## config.mk

```make
export PLATFORM = sky130hd
export DESIGN_NAME = dma_chan_irq_ctl
export DESIGN_NICKNAME = d
export VERILOG_FILES = /design/src/rtl/dma_irq_pkg.sv /design/src/rtl/irq_ctl_ctrl.sv /design/src/rtl/irq_ctl_dp.sv /design/src/rtl/dma_chan_irq_ctl.sv
export SDC_FILE = /design/constraint.sdc
export NUM_CORES = 1
export LEC_CHECK = 0
export ABC_CLOCK_PERIOD_IN_PS = 2600
export BUFFER_PORTS_ARGS = -buffer_cell sky130_fd_sc_hd__buf_2
export CORE_UTILIZATION = 56
export CTS_CLUSTER_SIZE = 14
export DETAILED_ROUTE_END_ITERATION = 12
export PLACE_DENSITY_LB_ADDON = 0.05
export SETUP_SLACK_MARGIN = 0.15
export SYNTH_ARGS = -nofsm -noshare
export SYNTH_HDL_FRONTEND = slang
export SYNTH_SLANG_ARGS = --single-unit
export TNS_END_PERCENT = 100
```

## constraint.sdc

```tcl
create_clock -name clk -period 2.6 [get_ports clk]
set_input_delay 0.52 -clock clk [delete_from_list [all_inputs] [get_ports clk]]
set_output_delay 0.52 -clock clk [all_outputs]
set_load 0.01 [all_outputs]
```

## src/rtl/dma_irq_pkg.sv

```systemverilog
package dma_irq_pkg;
  localparam int STAT_W = 12;

  // status bit positions
  localparam int B_BAD_ACCESS  = 0;
  localparam int B_SRC_DONE    = 1;
  localparam int B_DST_DONE    = 2;
  localparam int B_BYTE_OVFL   = 3;
  localparam int B_SRC_ACCT    = 4;
  localparam int B_DST_ACCT    = 5;
  localparam int B_SRC_DSCR    = 6;
  localparam int B_DST_DSCR    = 7;
  localparam int B_RD_DATA     = 8;
  localparam int B_WR_DATA     = 9;
  localparam int B_XFER_DONE   = 10;
  localparam int B_PAUSE       = 11;

  // register word addresses
  localparam int A_STATUS  = 0;
  localparam int A_MASK    = 1;
  localparam int A_ENABLE  = 2;
  localparam int A_DISABLE = 3;
  localparam int A_SRC_CNT = 4;
  localparam int A_DST_CNT = 5;
  localparam int NUM_REGS  = 6;

  typedef struct packed {
    logic [STAT_W-1:0] w1c;       // status bits to clear
    logic [STAT_W-1:0] maskSet;   // mask bits to set
    logic [STAT_W-1:0] maskClr;   // mask bits to clear
    logic              srcClr;    // source counter read-clear
    logic              dstClr;    // destination counter read-clear
    logic              badAccess; // undecoded address touched
  } ctlStrb_t;
endpackage

```

## src/rtl/irq_ctl_ctrl.sv

```systemverilog
module irq_ctl_ctrl
  import dma_irq_pkg::*;
#(
  parameter int ADDR_W = 4,
  parameter int CNT_W  = 8
) (
  input  logic              clk,
  input  logic              rstN,
  input  logic              regWr,
  input  logic              regRd,
  input  logic [ADDR_W-1:0] regAddr,
  input  logic [STAT_W-1:0] regWdata,
  input  logic [STAT_W-1:0] statusQ,
  input  logic [STAT_W-1:0] maskQ,
  input  logic [CNT_W-1:0]  srcCnt,
  input  logic [CNT_W-1:0]  dstCnt,
  output ctlStrb_t          strb,
  output logic [STAT_W-1:0] regRdata
);
  logic addrOk;
  logic [STAT_W-1:0] rdMux;

  assign addrOk = int'(regAddr) < NUM_REGS;

  always_comb begin
    strb = '0;
    if (regWr && addrOk) begin
      case (int'(regAddr))
        A_STATUS:  strb.w1c     = regWdata;
        A_ENABLE:  strb.maskClr = regWdata;
        A_DISABLE: strb.maskSet = regWdata;
        default:   ;
      endcase
    end
    if (regRd && addrOk) begin
      strb.srcClr = int'(regAddr) == A_SRC_CNT;
      strb.dstClr = int'(regAddr) == A_DST_CNT;
    end
    strb.badAccess = (regWr || regRd) && !addrOk;
  end

  always_comb begin
    case (int'(regAddr))
      A_STATUS:  rdMux = statusQ;
      A_MASK:    rdMux = maskQ;
      A_SRC_CNT: rdMux = STAT_W'(srcCnt);
      A_DST_CNT: rdMux = STAT_W'(dstCnt);
      default:   rdMux = '0;
    endcase
  end

  always_ff @(posedge clk) begin
    if (!rstN)      regRdata <= '0;
    else if (regRd) regRdata <= rdMux;
  end

  // an undecoded access never produces a register side effect
  p_bad_no_side_r10: assert property (@(posedge clk) disable iff (!rstN)
    strb.badAccess |-> (strb.w1c == '0 && strb.maskSet == '0 &&
                        strb.maskClr == '0 && !strb.srcClr && !strb.dstClr));
endmodule

```

## src/rtl/irq_ctl_dp.sv

```systemverilog
module irq_ctl_dp
  import dma_irq_pkg::*;
#(
  parameter int CNT_W = 8
) (
  input  logic              clk,
  input  logic              rstN,
  input  logic [STAT_W-1:0] hwSet,
  input  ctlStrb_t          strb,
  output logic [STAT_W-1:0] statusQ,
  output logic [STAT_W-1:0] maskQ,
  output logic [CNT_W-1:0]  srcCnt,
  output logic [CNT_W-1:0]  dstCnt,
  output logic              irq
);
  localparam int NSIDE = 2;
  localparam logic [CNT_W-1:0] CNT_MAX = '1;

  logic [CNT_W-1:0]  cntQ [NSIDE];
  logic [NSIDE-1:0]  inc, clr, wrap;
  logic [STAT_W-1:0] setVec;

  assign inc = {hwSet[B_DST_DONE], hwSet[B_SRC_DONE]};
  assign clr = {strb.dstClr, strb.srcClr};

  for (genvar s = 0; s < NSIDE; s++) begin : g_acct
    localparam int ERR_BIT = (s == 0) ? B_SRC_ACCT : B_DST_ACCT;
    always_ff @(posedge clk) begin
      if (!rstN) cntQ[s] <= '0;
      else       cntQ[s] <= (clr[s] ? '0 : cntQ[s]) + CNT_W'(inc[s]);
    end
    assign wrap[s] = inc[s] && !clr[s] && (cntQ[s] == CNT_MAX);

    // a wrap leaves the counter at zero with its error bit raised
    p_acct_wrap_r8: assert property (@(posedge clk) disable iff (!rstN)
      wrap[s] |=> (cntQ[s] == '0 && statusQ[ERR_BIT]));
    // a read-clear without increment leaves zero
    p_rd_clear_r9: assert property (@(posedge clk) disable iff (!rstN)
      (clr[s] && !inc[s]) |=> cntQ[s] == '0);
  end

  assign srcCnt = cntQ[0];
  assign dstCnt = cntQ[1];

  always_comb begin
    setVec = hwSet;
    setVec[B_SRC_ACCT]   = wrap[0];
    setVec[B_DST_ACCT]   = wrap[1];
    setVec[B_BAD_ACCESS] = strb.badAccess;
  end

  always_ff @(posedge clk) begin
    if (!rstN) begin
      statusQ <= '0;
      maskQ   <= '1;
    end else begin
      statusQ <= (statusQ & ~strb.w1c) | setVec;
      maskQ   <= (maskQ & ~strb.maskClr) | strb.maskSet;
    end
  end

  assign irq = |(statusQ & ~maskQ);

  // an event always lands, even against a same-cycle clear
  p_evt_wins_r6: assert property (@(posedge clk) disable iff (!rstN)
    (hwSet != '0) |=> ((statusQ & $past(hwSet)) == $past(hwSet)));
  // unmasked bits are clear afterwards
  p_mask_en_r4: assert property (@(posedge clk) disable iff (!rstN)
    (strb.maskClr != '0) |=> ((maskQ & $past(strb.maskClr)) == '0));
  // masked bits are set afterwards
  p_mask_dis_r5: assert property (@(posedge clk) disable iff (!rstN)
    (strb.maskSet != '0) |=> ((maskQ & $past(strb.maskSet)) == $past(strb.maskSet)));
  // an undecoded access flags bit 0
  p_bad_flag_r10: assert property (@(posedge clk) disable iff (!rstN)
    strb.badAccess |=> statusQ[B_BAD_ACCESS]);
  // with no mask write the mask holds
  p_mask_hold_r5: assert property (@(posedge clk) disable iff (!rstN)
    (strb.maskSet == '0 && strb.maskClr == '0) |=> $stable(maskQ));
endmodule

```

## src/rtl/dma_chan_irq_ctl.sv

```systemverilog
module dma_chan_irq_ctl
  import dma_irq_pkg::*;
#(
  parameter int ADDR_W = 4,
  parameter int CNT_W  = 8
) (
  input  logic              clk,
  input  logic              rstN,
  input  logic              evtSrcDone,
  input  logic              evtDstDone,
  input  logic              evtXferDone,
  input  logic              evtPause,
  input  logic              evtWrDataErr,
  input  logic              evtRdDataErr,
  input  logic              evtDstDscrErr,
  input  logic              evtSrcDscrErr,
  input  logic              evtByteOvfl,
  input  logic              regWr,
  input  logic              regRd,
  input  logic [ADDR_W-1:0] regAddr,
  input  logic [11:0]       regWdata,
  output logic [11:0]       regRdata,
  output logic              irqOut
);
  logic [STAT_W-1:0] hwSet, statusQ, maskQ;
  logic [CNT_W-1:0]  srcCnt, dstCnt;
  ctlStrb_t          strb;

  always_comb begin
    hwSet = '0;
    hwSet[B_SRC_DONE]  = evtSrcDone;
    hwSet[B_DST_DONE]  = evtDstDone;
    hwSet[B_BYTE_OVFL] = evtByteOvfl;
    hwSet[B_SRC_DSCR]  = evtSrcDscrErr;
    hwSet[B_DST_DSCR]  = evtDstDscrErr;
    hwSet[B_RD_DATA]   = evtRdDataErr;
    hwSet[B_WR_DATA]   = evtWrDataErr;
    hwSet[B_XFER_DONE] = evtXferDone;
    hwSet[B_PAUSE]     = evtPause;
  end

  irq_ctl_ctrl #(.ADDR_W(ADDR_W), .CNT_W(CNT_W)) i_ctrl (
    .clk(clk), .rstN(rstN), .regWr(regWr), .regRd(regRd), .regAddr(regAddr),
    .regWdata(regWdata), .statusQ(statusQ), .maskQ(maskQ), .srcCnt(srcCnt),
    .dstCnt(dstCnt), .strb(strb), .regRdata(regRdata)
  );

  irq_ctl_dp #(.CNT_W(CNT_W)) i_dp (
    .clk(clk), .rstN(rstN), .hwSet(hwSet), .strb(strb), .statusQ(statusQ),
    .maskQ(maskQ), .srcCnt(srcCnt), .dstCnt(dstCnt), .irq(irqOut)
  );

  // an interrupt needs an unmasked pending bit
  p_irq_src_r3: assert property (@(posedge clk) disable iff (!rstN)
    $rose(irqOut) |-> ((statusQ & ~maskQ) != '0));
endmodule

```

==> impl_metrics.tcl <==
set metrics [dict create \
    viasPerCell 6.13 \
    cts_buffers 5 \
    cp.required_ns 2.08 \
    cts_tree "yes" \
    cts-root-buf "clkbuf_8" \
    worst_slack_ns 0.597 \
    grt_max_degree 25 \
    antennaDiodeCount 0 \
    cap_violations 0 \
    cts_setup_buffers 0 \
    ctsHoldBuffers 0 \
    yosys.area.top_type "dfxtp_1" \
    die_h_um 68.9 \
    ios 42 \
    area_growth_pct 13.5 \
    max_slew_margin_pct 56.1 \
    slew_viol_final 0 \
    synth_cells 284 \
    crit_fanout 3 \
    grt_pass1_wl_um 9700 \
    worst_pin_slew_ns 0.657 \
    portBuffers 41 \
    arrival_ns 1.48 \
    crit_type "register to primary output" \
    antenna_left 0 \
    start_util_pct 60.4 \
    gp_congestion 0.813 \
    layout_common_cells "dfxtp_1, buf_2, o21ai_0" \
    synth.area.top_cells "dfxtp_1, o21ai_0, mux2_2, o311ai_0, inv_1" \
    max_freq_mhz 499 \
    antenna_found_initial 0 \
    worstSkewPairLatency_ns 0.30 \
    end_kind "primary output" \
    power_density_nw_per_um2 541 \
    wl_per_cell_um 16.4 \
    ys_ff_latch 52 \
    crit_path_max_incr_delay_ns 0.40 \
    drt-total-wl_um 6070 \
    critPathTopFamily "compound AO/OA/AOI/OAI gates" \
    grt_usage_pct 27.9 \
    yosysTopAreaCellShare_pct 41.6 \
    pre_cts_ws_ns 0.388 \
    crit_chain "nor2b_1 -> a2111oi_0 -> nand3_1 -> buf_2" \
    grt-ovfl-total 0 \
    synth-edff-count 0 \
    skew_ns 0.00367 \
    grt_pass1_vias 2007 \
    hold_violations 0 \
    path_buf_inv 1 \
    fp.coreArea_um2 4140 \
    ctsHtreeMaxLevel 2 \
    final_common_cell "dfxtp_1" \
    hp-class "input pin to register" \
    status "completed" \
    ys.flop_type "dfxtp_1" \
    peakVddDrop_mv 0.331 \
    async_flop_share_pct 0 \
    clkTransAtPathRegs_ns 0.09 \
    dieArea_um2 4740 \
    drive_gt1_share_pct 21.2 \
    routed-via-count 2275 \
    dp_hpwl_um 4420 \
    min_period_ns 2.00 \
    syn_area_um2 2500 \
    rsz0062_at_grt "no" \
    post_cts_resized 0 \
    setup_tns_ns 0 \
    synth_nets 318 \
    first_pass_iters 5 \
    crit_path_start_kind "register" \
    drtIter0Drc 250 \
    synth_seq_area_share_pct 41.6 \
    p_leak_nw 1.18 \
    holdWs_ns 0.400 \
    synthDistinctLibCells 43 \
    die_w_um 68.9 \
    finalSetupViolCount 0 \
    clkSinkCount 52 \
    r2r_slack_ns 1.06 \
    final_nets 354 \
    yosysWarnings 0 \
    drcViolationCount 0 \
    avgSynthCellArea_um2 8.82 \
    clock_path_buffers 2 \
    rows 23 \
    fin_crit_sh_pct 77.1 \
    cpMaxStageDelayCell "a2111oi_0" \
]
-- cell families (layout without fill, tap and decap cells) --
kind of cell / count (synthesis) / count (layout) / synth area share, %
AO/OA/AOI/OAI: 96 / 96 / 24.6
AND/OR/NAND/NOR: 69 / 69 / 16.6
flip-flops: 52 / 52 / 41.6
buffers and inverters: 43 / 80 / 6.74
multiplexers: 14 / 14 / 6.19
adder cells (fa/ha/maj): 5 / 5 / 2.50
XOR/XNOR: 5 / 5 / 1.75
-- final cells by class --
class | count | area (µm²)
multi-input cells | 189 | 1290
inverters | 27 | 101
clock inverters | 2 | 35.0
well taps | 50 | 62.6
flip-flops and latches | 52 | 1040
repair buffers | 45 | 235
fillers | 362 | 1300
clock buffers | 6 | 72.6
-- routing by layer --
metal	track usage, %	vias up	routed length (µm)
li1	-	1116	-
met1	37.8	1072	2710
met2	44.2	81	2870
met3	5.43	6	423
met4	9.18	0	68
met5	0	-	0
-- per-stage QoR --
step / instance area, µm² / instances / total power [W] / utilization (%)
6_report: 2840 / 371 / 0.00154 / 68.6
5_1_grt: 2840 / 371 / 0.00160 / 68.6
4_1_cts: 2840 / 371 / 0.00155 / 68.6
3_5_place_dp: 2740 / 363 / 0.00101 / 66.0
3_3_place_gp: 2740 / 363 / 0.00101 / 66.0
2_1_floorplan: 2500 / 284 / 0.000949 / -
-- report_power, final --
group | switching (W) | internal (W)
combinational | 0.0000904 | 0.0000662
clock | 0.000254 | 0.000286
sequential | 0.0000207 | 0.000821
total | 0.000365 | 0.00117
-- synth_stat cells, types with 6 or more instances --
cell type  count
nor2_1         6
nand2b_1       7
inv_1         26
o21ai_1       10
a22oi_1        8
nand3_1       12
o311ai_0      12
a32oi_1        8
a21oi_1       10
nor2b_1       10
clkbuf_1       8
mux2_2        12
o21ai_0       30
nand2_1       10
a31oi_1        9
or3_1          7
dfxtp_1       52
-- registers in the layout, summed over array words and instances (netlist names) --
register	count
i_dp.cntQ	16
i_ctrl.regRdata	12
i_dp.maskQ	12
i_dp.statusQ	12
-- worst paths after layout --
path / from / to / depth (start not counted)
worst max-delay path: i_dp.statusQ[11] / irqOut / 4
worst min-delay path: regWdata[9] / i_dp.statusQ[9] / 2
worst max register to register: i_dp.cntQ[0][0] / i_dp.cntQ[0][6] / 6
worst min register to register: i_ctrl.regRdata[11] / i_ctrl.regRdata[11] / 2
(Power assumes the default switching activity.)
